$ cat config.mk
export PLATFORM = sky130hd
export DESIGN_NAME = iotlb_gran_sel
export DESIGN_NICKNAME = d
export VERILOG_FILES = /design/src/rtl/iotlb_gran_pkg.sv /design/src/rtl/iotlb_gran_fit.sv /design/src/rtl/iotlb_gran_ctrl.sv /design/src/rtl/iotlb_gran_sel.sv
export SDC_FILE = /design/constraint.sdc
export NUM_CORES = 1
export LEC_CHECK = 0
export ABC_AREA = 1
export BUFFER_PORTS_ARGS = -buffer_cell sky130_fd_sc_hd__buf_2
export CAP_MARGIN = 20
export CELL_PAD_IN_SITES_DETAIL_PLACEMENT = 2
export CELL_PAD_IN_SITES_GLOBAL_PLACEMENT = 2
export CORE_ASPECT_RATIO = 1.1
export CORE_MARGIN = 2
export CORE_UTILIZATION = 36
export DETAILED_ROUTE_END_ITERATION = 10
export PLACE_DENSITY = 0.88
export SETUP_SLACK_MARGIN = 0.4
export SYNTH_ARGS = -nofsm -noshare
export SYNTH_HDL_FRONTEND = slang
export SYNTH_SLANG_ARGS = --single-unit
$ cat constraint.sdc
create_clock -name clk -period 13.6 [get_ports clk]
set_clock_uncertainty 0.1 [all_clocks]
set_input_delay 2.72 -clock clk [delete_from_list [all_inputs] [get_ports clk]]
set_output_delay 2.72 -clock clk [all_outputs]
set_load 0.03 [all_outputs]
$ cat src/rtl/iotlb_gran_pkg.sv
package iotlb_gran_pkg;
  typedef enum logic [1:0] {
    GR_NONE   = 2'd0,
    GR_GLOBAL = 2'd1,
    GR_DOMAIN = 2'd2,
    GR_PAGE   = 2'd3
  } gran_e;

  typedef enum logic {
    ST_IDLE = 1'b0,
    ST_EVAL = 1'b1
  } sel_state_e;

  localparam int PAGE_SHIFT = 12;
endpackage

$ cat src/rtl/iotlb_gran_fit.sv
module iotlb_gran_fit #(
  parameter int PG_W  = 36,
  parameter int CNT_W = 16,
  parameter int AM_W  = 6
) (
  input  logic [PG_W-1:0]  page_num,
  input  logic [CNT_W-1:0] count,
  input  logic [AM_W-1:0]  am,
  output logic             fits
);
  localparam int BLK_MAX = 2 ** AM_W;
  localparam int WIDEST  = (PG_W > CNT_W) ? PG_W : CNT_W;
  localparam int SUM_W   = ((WIDEST > BLK_MAX) ? WIDEST : BLK_MAX) + 1;

  logic [SUM_W-1:0] blk;
  logic [SUM_W-1:0] offset;
  logic [SUM_W-1:0] span_end;

  always_comb begin
    blk      = {{(SUM_W-1){1'b0}}, 1'b1} << am;
    offset   = {{(SUM_W-PG_W){1'b0}}, page_num} & (blk - 1'b1);
    span_end = offset + {{(SUM_W-CNT_W){1'b0}}, count};
    fits     = (span_end <= blk);
  end
endmodule

$ cat src/rtl/iotlb_gran_ctrl.sv
module iotlb_gran_ctrl
  import iotlb_gran_pkg::*;
#(
  parameter int AM_W = 6
) (
  input  logic            clk,
  input  logic            rst_n,
  input  logic            start,
  input  logic            search_ok,
  input  logic            is_global,
  input  logic            fits,
  input  logic [AM_W-1:0] max_am,
  output logic            accept,
  output logic            busy,
  output logic [AM_W-1:0] cand,
  output logic            fin,
  output gran_e           fin_gran
);
  sel_state_e      st_q, st_d;
  logic [AM_W-1:0] cand_q, cand_d;

  always_comb begin
    st_d     = st_q;
    cand_d   = cand_q;
    fin      = 1'b0;
    fin_gran = GR_DOMAIN;
    accept   = 1'b0;
    unique case (st_q)
      ST_IDLE: begin
        if (start) begin
          accept = 1'b1;
          st_d   = ST_EVAL;
          cand_d = '0;
        end
      end
      ST_EVAL: begin
        if (!search_ok) begin
          fin      = 1'b1;
          fin_gran = is_global ? GR_GLOBAL : GR_DOMAIN;
        end else if (fits) begin
          fin      = 1'b1;
          fin_gran = GR_PAGE;
        end else if (cand_q >= max_am) begin
          fin      = 1'b1;
          fin_gran = GR_DOMAIN;
        end else begin
          cand_d = cand_q + 1'b1;
        end
        if (fin) st_d = ST_IDLE;
      end
      default: st_d = ST_IDLE;
    endcase
  end

  always_ff @(posedge clk or negedge rst_n) begin
    if (!rst_n) begin
      st_q   <= ST_IDLE;
      cand_q <= '0;
    end else begin
      st_q   <= st_d;
      cand_q <= cand_d;
    end
  end

  assign busy = (st_q == ST_EVAL);
  assign cand = cand_q;
endmodule

$ cat src/rtl/iotlb_gran_sel.sv
module iotlb_gran_sel
  import iotlb_gran_pkg::*;
#(
  parameter int ADDR_W = 48,
  parameter int CNT_W  = 16,
  parameter int AM_W   = 6,
  parameter int DID_W  = 16
) (
  input  logic              clk,
  input  logic              rst_n,
  input  logic              start,
  input  logic [1:0]        req_gran,
  input  logic [DID_W-1:0]  domain_id,
  input  logic [ADDR_W-1:0] start_addr,
  input  logic [CNT_W-1:0]  page_cnt,
  input  logic              cap_psi,
  input  logic [AM_W-1:0]   cap_max_am,
  input  logic              cap_drain_rd,
  input  logic              cap_drain_wr,
  output logic              busy,
  output logic              done,
  output logic [1:0]        gran_out,
  output logic [AM_W-1:0]   am_out,
  output logic [DID_W-1:0]  did_out,
  output logic              drain_rd,
  output logic              drain_wr
);
  localparam int PG_W = ADDR_W - PAGE_SHIFT;

  logic             accept, fin, fits;
  gran_e            fin_gran;
  logic [AM_W-1:0]  cand;

  logic [PG_W-1:0]  page_q;
  logic [CNT_W-1:0] cnt_q;
  logic [AM_W-1:0]  max_q;
  logic [DID_W-1:0] did_q;
  logic             glob_q, search_q, drd_q, dwr_q;
  logic             search_in;

  assign search_in = (req_gran == GR_PAGE) && cap_psi &&
                     (start_addr[PAGE_SHIFT-1:0] == '0);

  always_ff @(posedge clk or negedge rst_n) begin
    if (!rst_n) begin
      page_q   <= '0;
      cnt_q    <= '0;
      max_q    <= '0;
      did_q    <= '0;
      glob_q   <= 1'b0;
      search_q <= 1'b0;
      drd_q    <= 1'b0;
      dwr_q    <= 1'b0;
    end else if (accept) begin
      page_q   <= start_addr[ADDR_W-1:PAGE_SHIFT];
      cnt_q    <= page_cnt;
      max_q    <= cap_max_am;
      did_q    <= domain_id;
      glob_q   <= (req_gran == GR_GLOBAL);
      search_q <= search_in;
      drd_q    <= cap_drain_rd;
      dwr_q    <= cap_drain_wr;
    end
  end

  iotlb_gran_fit #(.PG_W(PG_W), .CNT_W(CNT_W), .AM_W(AM_W)) u_fit (
    .page_num (page_q),
    .count    (cnt_q),
    .am       (cand),
    .fits     (fits)
  );

  iotlb_gran_ctrl #(.AM_W(AM_W)) u_ctrl (
    .clk       (clk),
    .rst_n     (rst_n),
    .start     (start),
    .search_ok (search_q),
    .is_global (glob_q),
    .fits      (fits),
    .max_am    (max_q),
    .accept    (accept),
    .busy      (busy),
    .cand      (cand),
    .fin       (fin),
    .fin_gran  (fin_gran)
  );

  always_ff @(posedge clk or negedge rst_n) begin
    if (!rst_n) begin
      done     <= 1'b0;
      gran_out <= '0;
      am_out   <= '0;
      did_out  <= '0;
      drain_rd <= 1'b0;
      drain_wr <= 1'b0;
    end else begin
      done <= fin;
      if (fin) begin
        gran_out <= fin_gran;
        am_out   <= (fin_gran == GR_PAGE) ? cand : '0;
        did_out  <= (fin_gran == GR_GLOBAL) ? '0 : did_q;
        drain_rd <= drd_q;
        drain_wr <= dwr_q;
      end
    end
  end
endmodule

==> out/qor.yml, run 1 <==
status:
  outcome: "complete, no violations"
synth:
  synth-seq-cells: 112
  synth_top_cell_by_area: "dfrtp_1"
  synth_warnings: 0
  synthesis.nets: 1420
  yosysSeqAreaShare_pct: 31.72
  netlist_area_um2: 8835
  synth.area.top_cells: "dfrtp_1, nand2_1, ha_1"
  netlist_instances: 1260
  synth_area_per_cell_um2: 7.012
  netlist.area_leader.share_pct: 31.72
  ys_types: 54
floorplan:
  core_um2: 24320
  die_area_um2: 25810
  die_h_um: 168.3
  die_w_um: 153.4
  pin_count: 122
  rows: 60
  initial_core_util_pct: 36.32
worst_setup_path:
  reg2reg_slack_ns: 4.98
  rr_worst_depth: 34
  critical_path_class: "reg -> reg"
  timing.critical_path.required_ns: 13.81
  cp_slowest_cell: "dfrtp_1"
  cp_common_cell: "nand2_1"
  cp-start-kind: "flop"
  cp_data_arrival_time_ns: 8.83
  slowest_delay_ns: 1.02
  cp-end-kind: "flop"
  cp_max_fo: 27
grt:
  grt_antenna_before_repair: 0
  grt_pass1_vias: 9948
  grt_max_degree: 88
  grt_pass1_wl_um: 53430
  grt_overflow: 0
  grt_use_total_pct: 25.96
final_layout:
  fin_util_pct: 41.13
  drive_gt1_share_pct: 18.51
  fin_nets: 1522
  final_area_um2: 10000
  syn_to_final_growth_pct: 13.24
  antennaDiodeCount: 0
routing:
  routed_wl_um: 32780
  via_per_inst: 5.268
  drcViolationCount: 0
  initialDrtViolationCount: 353
  avgRoutedWirePerCell_um: 19.55
  dr.pass1.iters: 4
  ant_nets: 0
  routed-via-count: 8835
hold_path:
  hp-class: "reg -> reg"
  hold_depth: 2
cts:
  clockRootBuffer: "clkbuf_16"
  clk_latency_ns: 0.39
  h-tree-depth: 3
  holdBufCountCts: 0
  post_cts.repair.setup_buffers: 0
  path_clk_slew_ns: 0.09
  clock_sinks: 112
  cts.path.max_buffers: 2
  cts_buffers: 9
  cts_tree: "yes"
  cts.repair.resized: 0
power:
  vdd_drop_max_v: 0.00006027
  leakagePower_nw: 5.758
  pwr_density_cell_nw_per_um2: 88.38
timing:
  finalMaxSlewViolations: 0
  max-slew-margin-rel_pct: 32.20
  max_freq_ghz: 0.1160
  hold_viol_final: 0
  setup_violations: 0
  period_share_pct: 63.39
  rsz0062_at_grt: "no"
  tightest_slew_ns: 1.017
  period_minus_slack_ns: 8.621
  fin_tns_setup_ns: 0
place:
  place_hpwl_um: 25550
  gp_congestion: 0.8841
  io_buffers: 121
  placed_area_um2: 9683
flow_run:
  cap_violations: 0
-- cell usage in the layout (no fill, tap or decap), types with 7 or more instances in the layout --
cell type,n
nand2_1,487
buf_2,120
dfrtp_1,112
inv_1,103
nor2_1,95
nand3_1,78
ha_1,65
o21ai_0,38
a21oi_1,33
nand2_2,27
xor2_1,24
nor2_2,19
nand4_1,17
nand3_2,16
inv_2,13
nor2_4,12
xnor2_1,9
clkbuf_16,9
nor3_1,8
nor4_1,8
nand3b_1,7
buf_4,7
-- cell type report --
cell class              count  area [um2]
clock buffers               9       225.2
repair buffers            127       653.1
flip-flops and latches    112        2803
clock inverters             7       96.34
multi-input cells         994        5391
fillers                  3023       14320
well taps                 310       387.9
inverters                 118       447.9
-- per-layer routing --
metal | global-route usage, % | routed length, um | up-vias
met5 | 0 | 0 | -
met4 | 8.097 | 924 | 0
met3 | 2.909 | 913 | 56
met2 | 47.85 | 16980 | 161
met1 | 31.65 | 13960 | 4382
li1 | - | - | 4236
-- worst paths after layout --
kind                                            start                endpoint
setup / recovery           u_ctrl.cand[4]$_DFFE_PN0P_   am_out[0]$_DFFE_PN0P_
hold / removal                 did_out[7]$_DFFE_PN0P_  did_out[7]$_DFFE_PN0P_
setup reg to reg           u_ctrl.cand[4]$_DFFE_PN0P_   am_out[0]$_DFFE_PN0P_
hold reg to reg                did_out[7]$_DFFE_PN0P_  did_out[7]$_DFFE_PN0P_
max in group asynchronous                       rst_n   am_out[0]$_DFFE_PN0P_
min in group asynchronous                       rst_n  page_q[15]$_DFFE_PN0P_
-- cells by family (layout without fill, tap and decap cells) --
| family | Yosys count | count (layout) | share of synthesized area [%] |
|---|---|---|---|
| XOR/XNOR | 33 | 33 | 3.272 |
| AO/OA/AOI/OAI | 98 | 98 | 6.430 |
| flip-flops | 112 | 112 | 31.72 |
| AND/OR/NAND/NOR | 797 | 797 | 41.86 |
| buffers and inverters | 154 | 261 | 7.279 |
| adder cells (fa/ha/maj) | 66 | 66 | 9.432 |
-- sequential cells by signal (all words and copies together), names as in the netlist --
name         count
glob_q           1
search_q         1
drd_q            1
u_ctrl.busy      1
drain_wr         1
u_ctrl.cand      6
gran_out         2
cnt_q           16
max_q            6
am_out           6
done             1
dwr_q            1
page_q          36
did_q           16
did_out         16
drain_rd         1
-- Yosys cell counts, drive strengths merged --
master   number
a2111oi       1
and3          1
a21oi        34
o21a          1
fa            1
a21boi        5
clkbuf       17
nor3         14
nor4          8
or2           2
a211oi        2
nand3b        8
nor3b         1
o211ai        1
dfrtp       112
o21bai        1
o311a         1
xor2         24
nand3        95
nand2       515
a21o          2
inv         117
a311oi        1
buf          19
and2          2
clkinv        1
xnor2         9
o31ai         4
o21ai        40
a31oi         4
o311ai        1
nand4        24
nor2        127
ha           65
-- stage by stage --
| stage | setup WS (ns) | cells | total power [W] | hold slack, ns |
|---|---|---|---|---|
| after global routing | 4.251 | 1677 | 0.0009303 | 0.4223 |
| final | 4.979 | 1677 | 0.0008842 | 0.3789 |
| after global placement | 5.371 | 1661 | 0.0005723 | 0.3619 |
| after CTS | 5.018 | 1677 | 0.0008906 | 0.3873 |
| after detailed placement | 5.159 | 1661 | 0.0005879 | 0.3639 |
| after floorplan | 7.947 | 1260 | 0.0005086 | 0.3409 |
-- critical path: cells and delay by family (launching register included) --
kind / cells / cell delay (ns)
adders and majority gates: 3 / 0.92
AOI/OAI and AO/OA: 6 / 1.51
and+or+nand+nor: 19 / 4.10
DFF: 1 / 1.02
xor gates and xnor gates: 1 / 0.11
buffers and inverters: 5 / 0.77
-- where the power goes --
part	internal, W	switching [W]	leakage (nW)	total, W
Sequential	0.000373	0.0000305	1.41	0.000404
Clock	0.000137	0.000167	0.156	0.000304
Combinational	0.0000594	0.000117	4.19	0.000177
Note: power is estimated with default switching activity, not from simulation.
==> inputs of run 2 (changes only) <==
Settings changed: CORE_UTILIZATION 36 to 33, PLACE_DENSITY 0.88 to 0.81.
Clock period 13.6 ns to 9 ns, I/O delays scaled along.
==> out/qor.yml, run 2 (synthesized netlist as in run 1, its figures left out) <==
flow_run:
  cap_violations: 0  # unchanged
timing:
  whs_ns: 0.3903  # was 0.3789 ns
  period_minus_slack_ns: 7.798  # was 8.621 ns
  max_freq_ghz: 0.1282  # was 0.1160 GHz
  setup_violations: 0  # unchanged
  period_share_pct: 86.64  # was 63.39%
  max-slew-margin-rel_pct: 33.94  # was 32.20%
  tightest_slew_ns: 0.9909  # was 1.017 ns
  hold_viol_final: 0  # unchanged
  finalMaxSlewViolations: 0  # unchanged
  fin_tns_setup_ns: 0  # unchanged
  rsz0062_at_grt: "no"  # unchanged
cts:
  path_clk_slew_ns: 0.10  # was 0.09 ns
  clk_latency_ns: 0.37  # was 0.39 ns
  cts_tree: "yes"  # unchanged
  cts.path.max_buffers: 2  # unchanged
  h-tree-depth: 3  # unchanged
  cts_buffers: 9  # unchanged
  holdBufCountCts: 0  # unchanged
  clockRootBuffer: "clkbuf_16"  # unchanged
  clock_sinks: 112  # unchanged
power:
  power.switching_w: 0.0004592  # was 0.0003150 W
  leakagePower_nw: 5.765  # was 5.758 nW
  pwr-share-comb_pct: 20.0  # about the same
  pwr-share-seq_pct: 46.1  # was 45.7%
  vdd_drop_max_v: 0.00007760  # was 0.00006027 V
  p_int_w: 0.0008587  # was 0.0005692 W
  p_clk_share_pct: 33.9  # was 34.4%
  p_sw_share_pct: 34.84  # was 35.63%
  pwr_density_cell_nw_per_um2: 130.8  # was 88.38 nW/um2
worst_setup_path:
  r2r_end: "did_out[4]$_DFFE_PN0P_"  # was am_out[0]$_DFFE_PN0P_
  critical_path_class: "reg -> reg"  # unchanged
  cp-start-kind: "flop"  # unchanged
  cp_slowest_cell: "dfrtp_1"  # unchanged
  cp_common_cell: "nand2_1"  # unchanged
  critPathTopFamily: "simple AND/OR/NAND/NOR gates"  # unchanged
  slowest_delay_ns: 0.70  # was 1.02 ns
  cp-end-kind: "flop"  # unchanged
  cp_max_fo: 27  # unchanged
  rr_worst_depth: 35  # was 34
  worstPathBufferInverterCount: 4  # was 5
  cp_data_arrival_time_ns: 7.97  # was 8.83 ns
  timing.critical_path.required_ns: 9.17  # was 13.81 ns
  r2r_start: "u_ctrl.cand[3]$_DFFE_PN0P_"  # was u_ctrl.cand[4]$_DFFE_PN0P_
  reg2reg_slack_ns: 1.20  # was 4.98 ns
routing:
  highest_layer: "met4"  # unchanged
  drcViolationCount: 0  # unchanged
  initialDrtViolationCount: 349  # was 353
  routed_wl_um: 31580  # was 32,780 um
  dr.pass1.iters: 4  # unchanged
  ant_nets: 0  # unchanged
  wl_met1_um: 13760  # was 13,960 um
  routed-via-count: 8728  # was 8,835
  route.met3.wl_um: 715  # was 913 um
  wl_met2_um: 16380  # was 16,980 um
  via_per_inst: 5.074  # was 5.268
  avgRoutedWirePerCell_um: 18.36  # was 19.55 um
final_layout:
  antennaDiodeCount: 0  # unchanged
  fin_util_pct: 38.42  # was 41.13%
  fill_cells: 3272  # was 3,023
  final_cell_mix: "nand2_1, buf_2, dfrtp_1"  # unchanged
  fin_nets: 1523  # was 1,522
  layout_commonest_cell: "nand2_1"  # unchanged
  largest_reg_flops: 36  # unchanged
  final_area_um2: 10070  # was 10,000 um2
  multi_input_area_um2: 5398  # was 5391 um2
  finalNonFillerCells: 1720  # was 1,677
  register_area_um2: 2803  # unchanged
  drive_gt1_share_pct: 18.64  # was 18.51%
  syn_to_final_growth_pct: 14.02  # was 13.24%
  top_register: "page_q"  # unchanged
floorplan:
  die_w_um: 160.0  # was 153.4 um
  core_um2: 26220  # was 24,320 um2
  initial_core_util_pct: 33.69  # was 36.32%
  rows: 62  # was 60
  die_area_um2: 28100  # was 25,810 um2
  die_h_um: 175.6  # was 168.3 um
  pin_count: 122  # unchanged
status:
  outcome: "complete, no violations"  # unchanged
hold_path:
  worstHoldStart: "did_out[8]$_DFFE_PN0P_"  # was did_out[7]$_DFFE_PN0P_
  hold_depth: 2  # unchanged
  hp-class: "reg -> reg"  # unchanged
  whs_endpoint: "did_out[8]$_DFFE_PN0P_"  # was did_out[7]$_DFFE_PN0P_
grt:
  grt_use_total_pct: 23.01  # was 25.96%
  grt_overflow: 0  # unchanged
  grt_antenna_before_repair: 0  # unchanged
  grt_max_degree: 88  # unchanged
  grt_pass1_wl_um: 51420  # was 53,430 um
  grt_pass1_vias: 9708  # was 9,948
place:
  placed_area_um2: 9743  # was 9683 um2
  place_hpwl_um: 24980  # was 25,550 um
  dp.cells: 1704  # was 1,661
  gp_congestion: 0.8998  # was 0.8841
  io_buffers: 121  # unchanged
run 2: changes by cell type in the layout (fill, tap and decap cells not counted):
| cell | change |
|---|---|
| buf_4 | +1 |
| clkinv_8 | +1 |
| inv_4 | -1 |
| inv_6 | +1 |
| nor4_1 | -1 |
| nor4_2 | +1 |
| inv_12 | -1 |
run 2: worst register-to-register path, delay by kind of cell (launching register included):
family | cells | cell delay (ns)
simple gates | 23 | 3.69
fa+ha+maj | 3 | 0.88
compound gates | 4 | 1.05
buf+inv | 4 | 1.09
flops | 1 | 0.70
xor+xnor | 1 | 0.16
run 2: worst max-delay path by stage:
stage / slack [ns] / start / end / cells past startpoint
2_1_floorplan: 3.35 / u_ctrl.cand[0]$_DFFE_PN0P_ / gran_out[0]$_DFFE_PN0P_ / 38
3_3_place_gp: 1.39 / u_ctrl.cand[4]$_DFFE_PN0P_ / did_out[11]$_DFFE_PN0P_ / 36
3_5_place_dp: 0.97 / u_ctrl.cand[4]$_DFFE_PN0P_ / did_out[4]$_DFFE_PN0P_ / 36
4_1_cts: 0.98 / u_ctrl.cand[4]$_DFFE_PN0P_ / did_out[4]$_DFFE_PN0P_ / 36
5_1_grt: 0.42 / u_ctrl.cand[0]$_DFFE_PN0P_ / did_out[4]$_DFFE_PN0P_ / 38
6_report: 1.20 / u_ctrl.cand[3]$_DFFE_PN0P_ / did_out[4]$_DFFE_PN0P_ / 35
run 2: repair_timing:
item / in CTS / in global routing
gates resized for setup: 0 / 2
endpoints found under the setup margin: 0 / 27
buffers inserted: 0 / 0
hold endpoints to repair: 0 / 0
run 2: through the flow:
stage	worst slack, ns	total power (W)
after global placement	1.392	0.0008676
after CTS	0.9794	0.001341
final	1.202	0.001318
after global routing	0.4166	0.001396
after detailed placement	0.9736	0.0008857
after floorplan	3.347	0.0007686
run 2: cell type report:
| class | count | share of cell area [%] |
|---|---|---|
| Sequential cell | 112 | 27.82 |
| Multi-Input combinational cell | 994 | 53.58 |
| Timing Repair Buffer | 128 | 6.558 |
| Clock inverter | 7 | 0.9564 |
| Inverter | 118 | 4.471 |
| Tap cell | 352 | 4.372 |
| Clock buffer | 9 | 2.236 |
run 2: power by group through the flow:
stage                     clock (W)  sequential (W)  combinational, W
final                      0.000447        0.000607          0.000264
after global routing       0.000478        0.000615          0.000303
after CTS                  0.000462        0.000609          0.000270
after detailed placement          0        0.000617          0.000269
after global placement            0        0.000617          0.000251
after floorplan                   0        0.000632          0.000136
run 2: metal layers:
layer / up-vias / track usage (%)
met5: - / 0
met4: 0 / 6.006
met3: 36 / 2.597
met2: 112 / 43.16
met1: 4346 / 27.89
li1: 4234 / -
